<file path="src/rtl/vic_pkg.sv">
package vic_pkg;
  localparam int NSRC = 6;
  // field positions in the flag and control words
  localparam int MASK_POS = 3;
  localparam int EN_LO    = 4;
  localparam int EN_HI5   = 16;
  localparam int CLR_LO   = 9;
  localparam int CLR_HI5  = 17;
  localparam int LAT_LO   = 6;
  localparam int LAT_HI5  = 16;

  typedef enum logic [1:0] {ST_IDLE, ST_PUSH, ST_VEC} vicState_t;

  typedef struct packed {
    logic take;
    logic push;
    logic vect;
  } vicStrobe_t;
endpackage

</file>
<file path="src/rtl/vic_ctrl.sv">
module vic_ctrl
  import vic_pkg::*;
(
  input  logic       clk,
  input  logic       rstN,
  input  logic       flagWrEn,
  input  logic       maskBit,
  input  logic       anyRise,
  input  logic       anyActive,
  input  logic       boundary,
  input  logic       inhibit,
  input  logic       memAck,
  output vicStrobe_t strobe
);
  vicState_t state, stateNext;
  logic checkReq, rearmRec;
  logic runRearm, doCheck, isIdle, takeNow;

  assign isIdle   = (state == ST_IDLE);
  assign runRearm = rearmRec & boundary & ~inhibit;
  assign doCheck  = checkReq | runRearm;
  assign takeNow  = isIdle & doCheck & ~maskBit & anyActive;

  always_comb begin
    stateNext = state;
    case (state)
      ST_IDLE: if (takeNow) stateNext = ST_PUSH;
      ST_PUSH: if (memAck)  stateNext = ST_VEC;
      ST_VEC:  stateNext = ST_IDLE;
      default: stateNext = ST_IDLE;
    endcase
  end

  always_ff @(posedge clk) begin
    if (!rstN) begin
      state    <= ST_IDLE;
      checkReq <= 1'b0;
      rearmRec <= 1'b0;
    end else begin
      state    <= stateNext;
      // an idle cycle consumes the pending immediate check
      checkReq <= anyRise | (checkReq & ~isIdle);
      rearmRec <= (flagWrEn & maskBit) | (rearmRec & ~runRearm);
    end
  end

  assign strobe.take = takeNow;
  assign strobe.push = (state == ST_PUSH);
  assign strobe.vect = (state == ST_VEC);
endmodule

</file>
<file path="src/rtl/vic_datapath.sv">
module vic_datapath
  import vic_pkg::*;
#(
  parameter int            DW         = 32,
  parameter logic [DW-1:0] VEC_BASE   = 32'h0001_0000,
  parameter int            VEC_STRIDE = 16
) (
  input  logic            clk,
  input  logic            rstN,
  input  logic [NSRC-1:0] irqReq,
  input  logic            flagWrEn,
  input  logic [DW-1:0]   flagWrData,
  input  logic [DW-1:0]   spIn,
  input  logic [DW-1:0]   pcIn,
  input  vicStrobe_t      strobe,
  output logic            maskBit,
  output logic            anyRise,
  output logic            anyActive,
  output logic [DW-1:0]   flagView,
  output logic [DW-1:0]   ctrlView,
  output logic            spWrEn,
  output logic [DW-1:0]   spWrData,
  output logic            linkWrEn,
  output logic [DW-1:0]   linkWrData,
  output logic            memWrReq,
  output logic [DW-1:0]   memAddr,
  output logic [DW-1:0]   memData,
  output logic            pcLoad,
  output logic [DW-1:0]   pcLoadVal
);
  localparam int SW = $clog2(NSRC);

  logic [NSRC-1:0] reqPrev, latch, enable, rise, fall, clrBits, active;
  logic [SW-1:0]   winner;
  logic [DW-1:0]   savedSp, savedRet, savedVec, newSp, retAddr;
  logic            unusedFlagBits;

  assign unusedFlagBits = ^{flagWrData[DW-1:18], flagWrData[15:14], flagWrData[3:0]};

  assign rise    = irqReq & ~reqPrev;
  assign fall    = ~irqReq & reqPrev;
  assign clrBits = flagWrEn ? {flagWrData[CLR_HI5], flagWrData[CLR_LO +: NSRC-1]} : '0;
  assign active  = latch & enable;
  assign anyRise   = |rise;
  assign anyActive = |active;

  // ascending scan so the highest set index wins
  always_comb begin
    winner = '0;
    for (int i = 0; i < NSRC; i++)
      if (active[i]) winner = SW'(i);
  end

  assign newSp   = spIn - DW'(4);
  assign retAddr = pcIn - DW'(2);

  always_ff @(posedge clk) begin
    if (!rstN) begin
      reqPrev  <= '0;
      latch    <= '0;
      enable   <= '0;
      maskBit  <= 1'b0;
      savedSp  <= '0;
      savedRet <= '0;
      savedVec <= '0;
    end else begin
      reqPrev <= irqReq;
      latch   <= (latch | rise) & ~fall & ~clrBits;
      if (flagWrEn)
        enable <= {flagWrData[EN_HI5], flagWrData[EN_LO +: NSRC-1]};
      if (strobe.take)
        maskBit <= 1'b1;
      else if (flagWrEn)
        maskBit <= 1'b0;
      if (strobe.take) begin
        savedSp  <= newSp;
        savedRet <= retAddr;
        savedVec <= VEC_BASE + DW'(VEC_STRIDE) * DW'(winner);
      end
    end
  end

  always_comb begin
    flagView = '0;
    flagView[MASK_POS]            = maskBit;
    flagView[EN_LO +: NSRC-1]     = enable[NSRC-2:0];
    flagView[EN_HI5]              = enable[NSRC-1];
    ctrlView = '0;
    ctrlView[LAT_LO +: NSRC-1]    = latch[NSRC-2:0];
    ctrlView[LAT_HI5]             = latch[NSRC-1];
  end

  assign spWrEn     = strobe.take;
  assign spWrData   = newSp;
  assign linkWrEn   = strobe.take | strobe.vect;
  assign linkWrData = strobe.vect ? savedVec : retAddr;
  assign memWrReq   = strobe.push;
  assign memAddr    = savedSp;
  assign memData    = savedRet;
  assign pcLoad     = strobe.vect;
  assign pcLoadVal  = savedVec;
endmodule

</file>
<file path="src/rtl/vic_top.sv">
module vic_top
  import vic_pkg::*;
#(
  parameter int            DW         = 32,
  parameter logic [DW-1:0] VEC_BASE   = 32'h0001_0000,
  parameter int            VEC_STRIDE = 16
) (
  input  logic          clk,
  input  logic          rstN,
  input  logic [5:0]    irqReq,
  input  logic          flagWrEn,
  input  logic [DW-1:0] flagWrData,
  input  logic          boundary,
  input  logic          inhibit,
  input  logic [DW-1:0] spIn,
  input  logic [DW-1:0] pcIn,
  input  logic          memAck,
  output logic [DW-1:0] flagView,
  output logic [DW-1:0] ctrlView,
  output logic          spWrEn,
  output logic [DW-1:0] spWrData,
  output logic          linkWrEn,
  output logic [DW-1:0] linkWrData,
  output logic          memWrReq,
  output logic [DW-1:0] memAddr,
  output logic [DW-1:0] memData,
  output logic          pcLoad,
  output logic [DW-1:0] pcLoadVal
);
  vicStrobe_t strobe;
  logic maskBit, anyRise, anyActive;

  vic_ctrl uCtrl (
    .clk(clk), .rstN(rstN), .flagWrEn(flagWrEn), .maskBit(maskBit),
    .anyRise(anyRise), .anyActive(anyActive), .boundary(boundary),
    .inhibit(inhibit), .memAck(memAck), .strobe(strobe)
  );

  vic_datapath #(.DW(DW), .VEC_BASE(VEC_BASE), .VEC_STRIDE(VEC_STRIDE)) uData (
    .clk(clk), .rstN(rstN), .irqReq(irqReq), .flagWrEn(flagWrEn),
    .flagWrData(flagWrData), .spIn(spIn), .pcIn(pcIn), .strobe(strobe),
    .maskBit(maskBit), .anyRise(anyRise), .anyActive(anyActive),
    .flagView(flagView), .ctrlView(ctrlView), .spWrEn(spWrEn),
    .spWrData(spWrData), .linkWrEn(linkWrEn), .linkWrData(linkWrData),
    .memWrReq(memWrReq), .memAddr(memAddr), .memData(memData),
    .pcLoad(pcLoad), .pcLoadVal(pcLoadVal)
  );
endmodule

</file>
<file path="config.mk">
export PLATFORM = sky130hd
export DESIGN_NAME = vic_top
export DESIGN_NICKNAME = d
export VERILOG_FILES = /design/src/rtl/vic_pkg.sv /design/src/rtl/vic_ctrl.sv /design/src/rtl/vic_datapath.sv /design/src/rtl/vic_top.sv
export SDC_FILE = /design/constraint.sdc
export NUM_CORES = 1
export LEC_CHECK = 0
export CORE_ASPECT_RATIO = 1.25
export CORE_MARGIN = 4
export CORE_UTILIZATION = 34
export CTS_BUF_LIST = sky130_fd_sc_hd__clkbuf_4 sky130_fd_sc_hd__clkbuf_8
export CTS_CLUSTER_SIZE = 25
export DETAILED_ROUTE_END_ITERATION = 8
export PLACE_DENSITY_LB_ADDON = 0.08
export SYNTH_ARGS = -nofsm -noshare
export SYNTH_HDL_FRONTEND = slang
export SYNTH_SLANG_ARGS = --single-unit
</file>
<file path="constraint.sdc">
create_clock -name clk -period 2.97 [get_ports clk]
set_input_delay 0.594 -clock clk [delete_from_list [all_inputs] [get_ports clk]]
set_output_delay 0.594 -clock clk [all_outputs]
set_load 0.01 [all_outputs]
</file>
==> summary.txt <==
Status
  • Status: finished, violations left
  • Violated checks: negative setup slack

Power
  • VDD IR max: 190 uV
  • Cell internal pwr: 2.21 mW
  • Total power: approximately 3.2 mW
  • Clk pwr share: 0.285
  • P_sw: 1.02 mW
  • Combinational cell fraction of total power: 0.298
  • Leak pwr: 4.24 nW
  • Sequential share of power: 0.417
  • Net Sw Frac: 0.316
  • Pwr per Cell Area: 344 nW/um^2

Clock network
  • # hold bufs at CTS: 0
  • Root Driver: clkbuf_8
  • Clk_lat worst skew: between 0.3 and 0.4 ns
  • CTS tree: done
  • Cts bufs inserted: 9
  • Clk sinks: between 90 and 100
  • Clk buf depth: 2
  • Clock transition at path regs: 0.09 ns
  • Htree depth: 3

STA
  • Clock skew: 0.0136 ns
  • Final worst path period share: 1.01
  • Max Fclk: 333 MHz
  • Final Worst Setup Slack: -0.0286 ns
  • Slew HR: 0.501
  • Worst slew pin tran: 0.749 ns
  • Setup violations, final: 1
  • Crit path time final: 3.00 ns
  • RSZ-0062 raised after global routing: yes
  • Max-slew violation count: 0
  • Count of final hold-check violations: 0

Logic synthesis
  • Synth top cells by count: dfxtp_1, buf_4, o21ai_0, nor2_1, nand2_1
  • Synthesized instance count: ~660
  • Synth async-reset ratio: 0
  • FF+latch count, synth: around 90
  • Avg Inst Size Synth: 8.01 um^2
  • Post-synthesis sequential area ratio: 0.346
  • Post-synth EDFFs: 0
  • Mapped Area: 5270 um^2
  • Synth area leaders: dfxtp_1, buf_4, o21ai_0, nor2_1, nand2_1
  • Yosys warns: 0
  • Netlist cell types: between 50 and 60
  • Cell with the most instances after synthesis: dfxtp_1
  • Top cell type's share of synthesized area: 0.346
  • Top_reg_cell synth: dfxtp_1
  • Area leader, netlist: dfxtp_1

Critical path
  • Setup CP Type: in -> out
  • Worst EP arrival: 2.40 ns
  • Startpoint class of the critical path: input pin
  • Worst Path Required: 2.38 ns
  • CP endpoint kind: output pin
  • CP top delay family: simple AND/OR/NAND/NOR gates
  • R2R Setup Slk: around 0.8 ns
  • Critical path, cell by cell: buf_6, or4_4, or2_4, nand2b_4, or4_4, nand2_2, buf_6
  • CP max stage delay: approximately 0.57 ns
  • Worst-path fanout max: 4
  • CP startpoint: spIn[5]
  • Slowest stage cell, crit path: or4_4
  • Worst Path Buf+Inv: 2
  • FF-to-FF Start: uData.latch[5]$_SDFF_PN0_

GRT
  • Initial antenna violation count: 3
  • Vias in the first global route: 6414
  • Total global-route track usage: 0.225
  • First-pass GRT wire length: 32.0 mm
  • Overflow after GRT: 0
  • Largest net degree at the start of global routing: 82

Routing
  • Vias per cell: just under 5
  • DR iter-0 viols: 268
  • DRT antenna net count: 0
  • Post-route DRC: 0
  • Total vias in the final route: 6053
  • Drt total wl: a little over 20 mm
  • Routed WL per cell: between 15 and 20 um
  • Pre-Repair DR Iteration Count: 4

Flow run
  • Max Cap Viol: 0

Final layout
  • Area Overhead vs Synth: 77.9%
  • Count of nets after finishing: around 1200
  • Fillers: 1339
  • Layout cell share with drive strength beyond 1: 0.321

Floorplan
  • Die Ht: 147 um
  • Row count: 50
  • Die width: 119 um
  • Io pins: 336
  • Core Area: 15100 um^2
  • Die area: 17600 um^2
  • Initial Utilization: 0.350

Worst hold path
  • Hold path start: uData.memAddr[4]$_SDFFE_PN0P_
  • Hold crit path type: reg -> reg

Placed design
  • Post-DP HPWL: 14.9 mm
  • Port Buffer Count: roughly 240
  • RD Place Congestion: 0.830
  • Setup WS pre-CTS: -0.810 ns
area by class of cell:
class | instances | area [um^2] | area share
clock buffer | 9 | 124 | 0.0132
tap | 208 | 260 | 0.0277
clock inverter | 7 | 81.3 | 0.00867
timing repair buffer | 412 | 3540 | 0.377
sequential | 91 | 1820 | 0.194
inverter | 15 | 57.6 | 0.00614
multi-input combinational | 513 | 3490 | 0.372
antenna | 3 | 7.51 | 0.000800
path summary, 6_finish.rpt:
path	endpoint	depth (start not counted)
worst min register to register	uData.memAddr[4]$_SDFFE_PN0P_	2
worst min-delay path	uData.memAddr[4]$_SDFFE_PN0P_	2
worst max-delay path	spWrData[27]	7
worst max register to register	uData.memAddr[29]$_SDFFE_PN0P_	8
state kept, by name (all words and copies together) (netlist names):
register / count
uCtrl.rearmRec: 1
uCtrl.checkReq: 1
uData.latch: 6
uData.pcLoadVal: 4
uData.memData: 32
uData.memAddr: 32
uData.maskBit: 1
uCtrl.state: 2
uData.reqPrev: 6
uData.enable: 6
metal layers:
metal | global-route usage | part of all wire | vias up
li1 | - | - | 2903
met1 | 0.223 | 0.36 | 2854
met2 | 0.418 | 0.52 | 237
met3 | 0.0666 | 0.074 | 59
met4 | 0.123 | 0.045 | 0
met5 | 0 | 0 | -
cell families (layout without fill, tap and decap cells):
group	Yosys count	count (layout)	share of synthesized area
fa+ha+maj	6	6	0.0123
xor+xnor	34	34	0.0565
mux	6	6	0.0114
simple gates	227	227	0.220
flops	91	91	0.346
compound gates	161	161	0.198
other cells	1	82	0.000711
buf+inv	132	443	0.156
cells in the final DEF, fill, tap and decap left out, types with 13 or more instances in the layout:
master	instances
dfxtp_1	91
nand2_1	52
a21oi_1	29
buf_6	19
clkdlybuf4s50_1	139
xnor2_1	13
nor2_1	54
a31oi_1	13
buf_2	36
conb_1	79
o21ai_0	56
dlygate4sd2_1	34
buf_4	159
worst min-delay path, stage by stage (launching register included):
cell      delay [ns]
dfxtp_1         0.32
nand2_1         0.05
a21boi_0        0.06
metrics by stage:
step	TNS [ns]	cells	hold slack (ns)	util	cell area, um^2
floorplan	0	736	0.451	-	5570
global placement	-29.32	1211	0.454	0.567	8560
detailed placement	-29.67	1211	0.458	0.567	8560
CTS	-0.0526	1252	0.472	0.612	9230
global route	-0.132	1258	0.508	0.622	9380
finish	-0.0286	1258	0.469	0.622	9380
power groups by stage:
stage | clock network [mW] | logic, mW | registers (mW)
floorplan | 0 | 0.388 | 1.40
CTS | 0.962 | 0.947 | 1.35
detailed placement | 0 | 0.935 | 1.37
finish | 0.921 | 0.962 | 1.35
global placement | 0 | 0.926 | 1.37
global route | 1.01 | 1.04 | 1.36
what timing repair did:
item / CTS / global route
resized for setup: 324 / 40
setup endpoints to repair: 58 / 29
pin swaps: 51 / 26
setup buffers: 26 / 3
No activity file was read; power rests on OpenSTA's default activity.
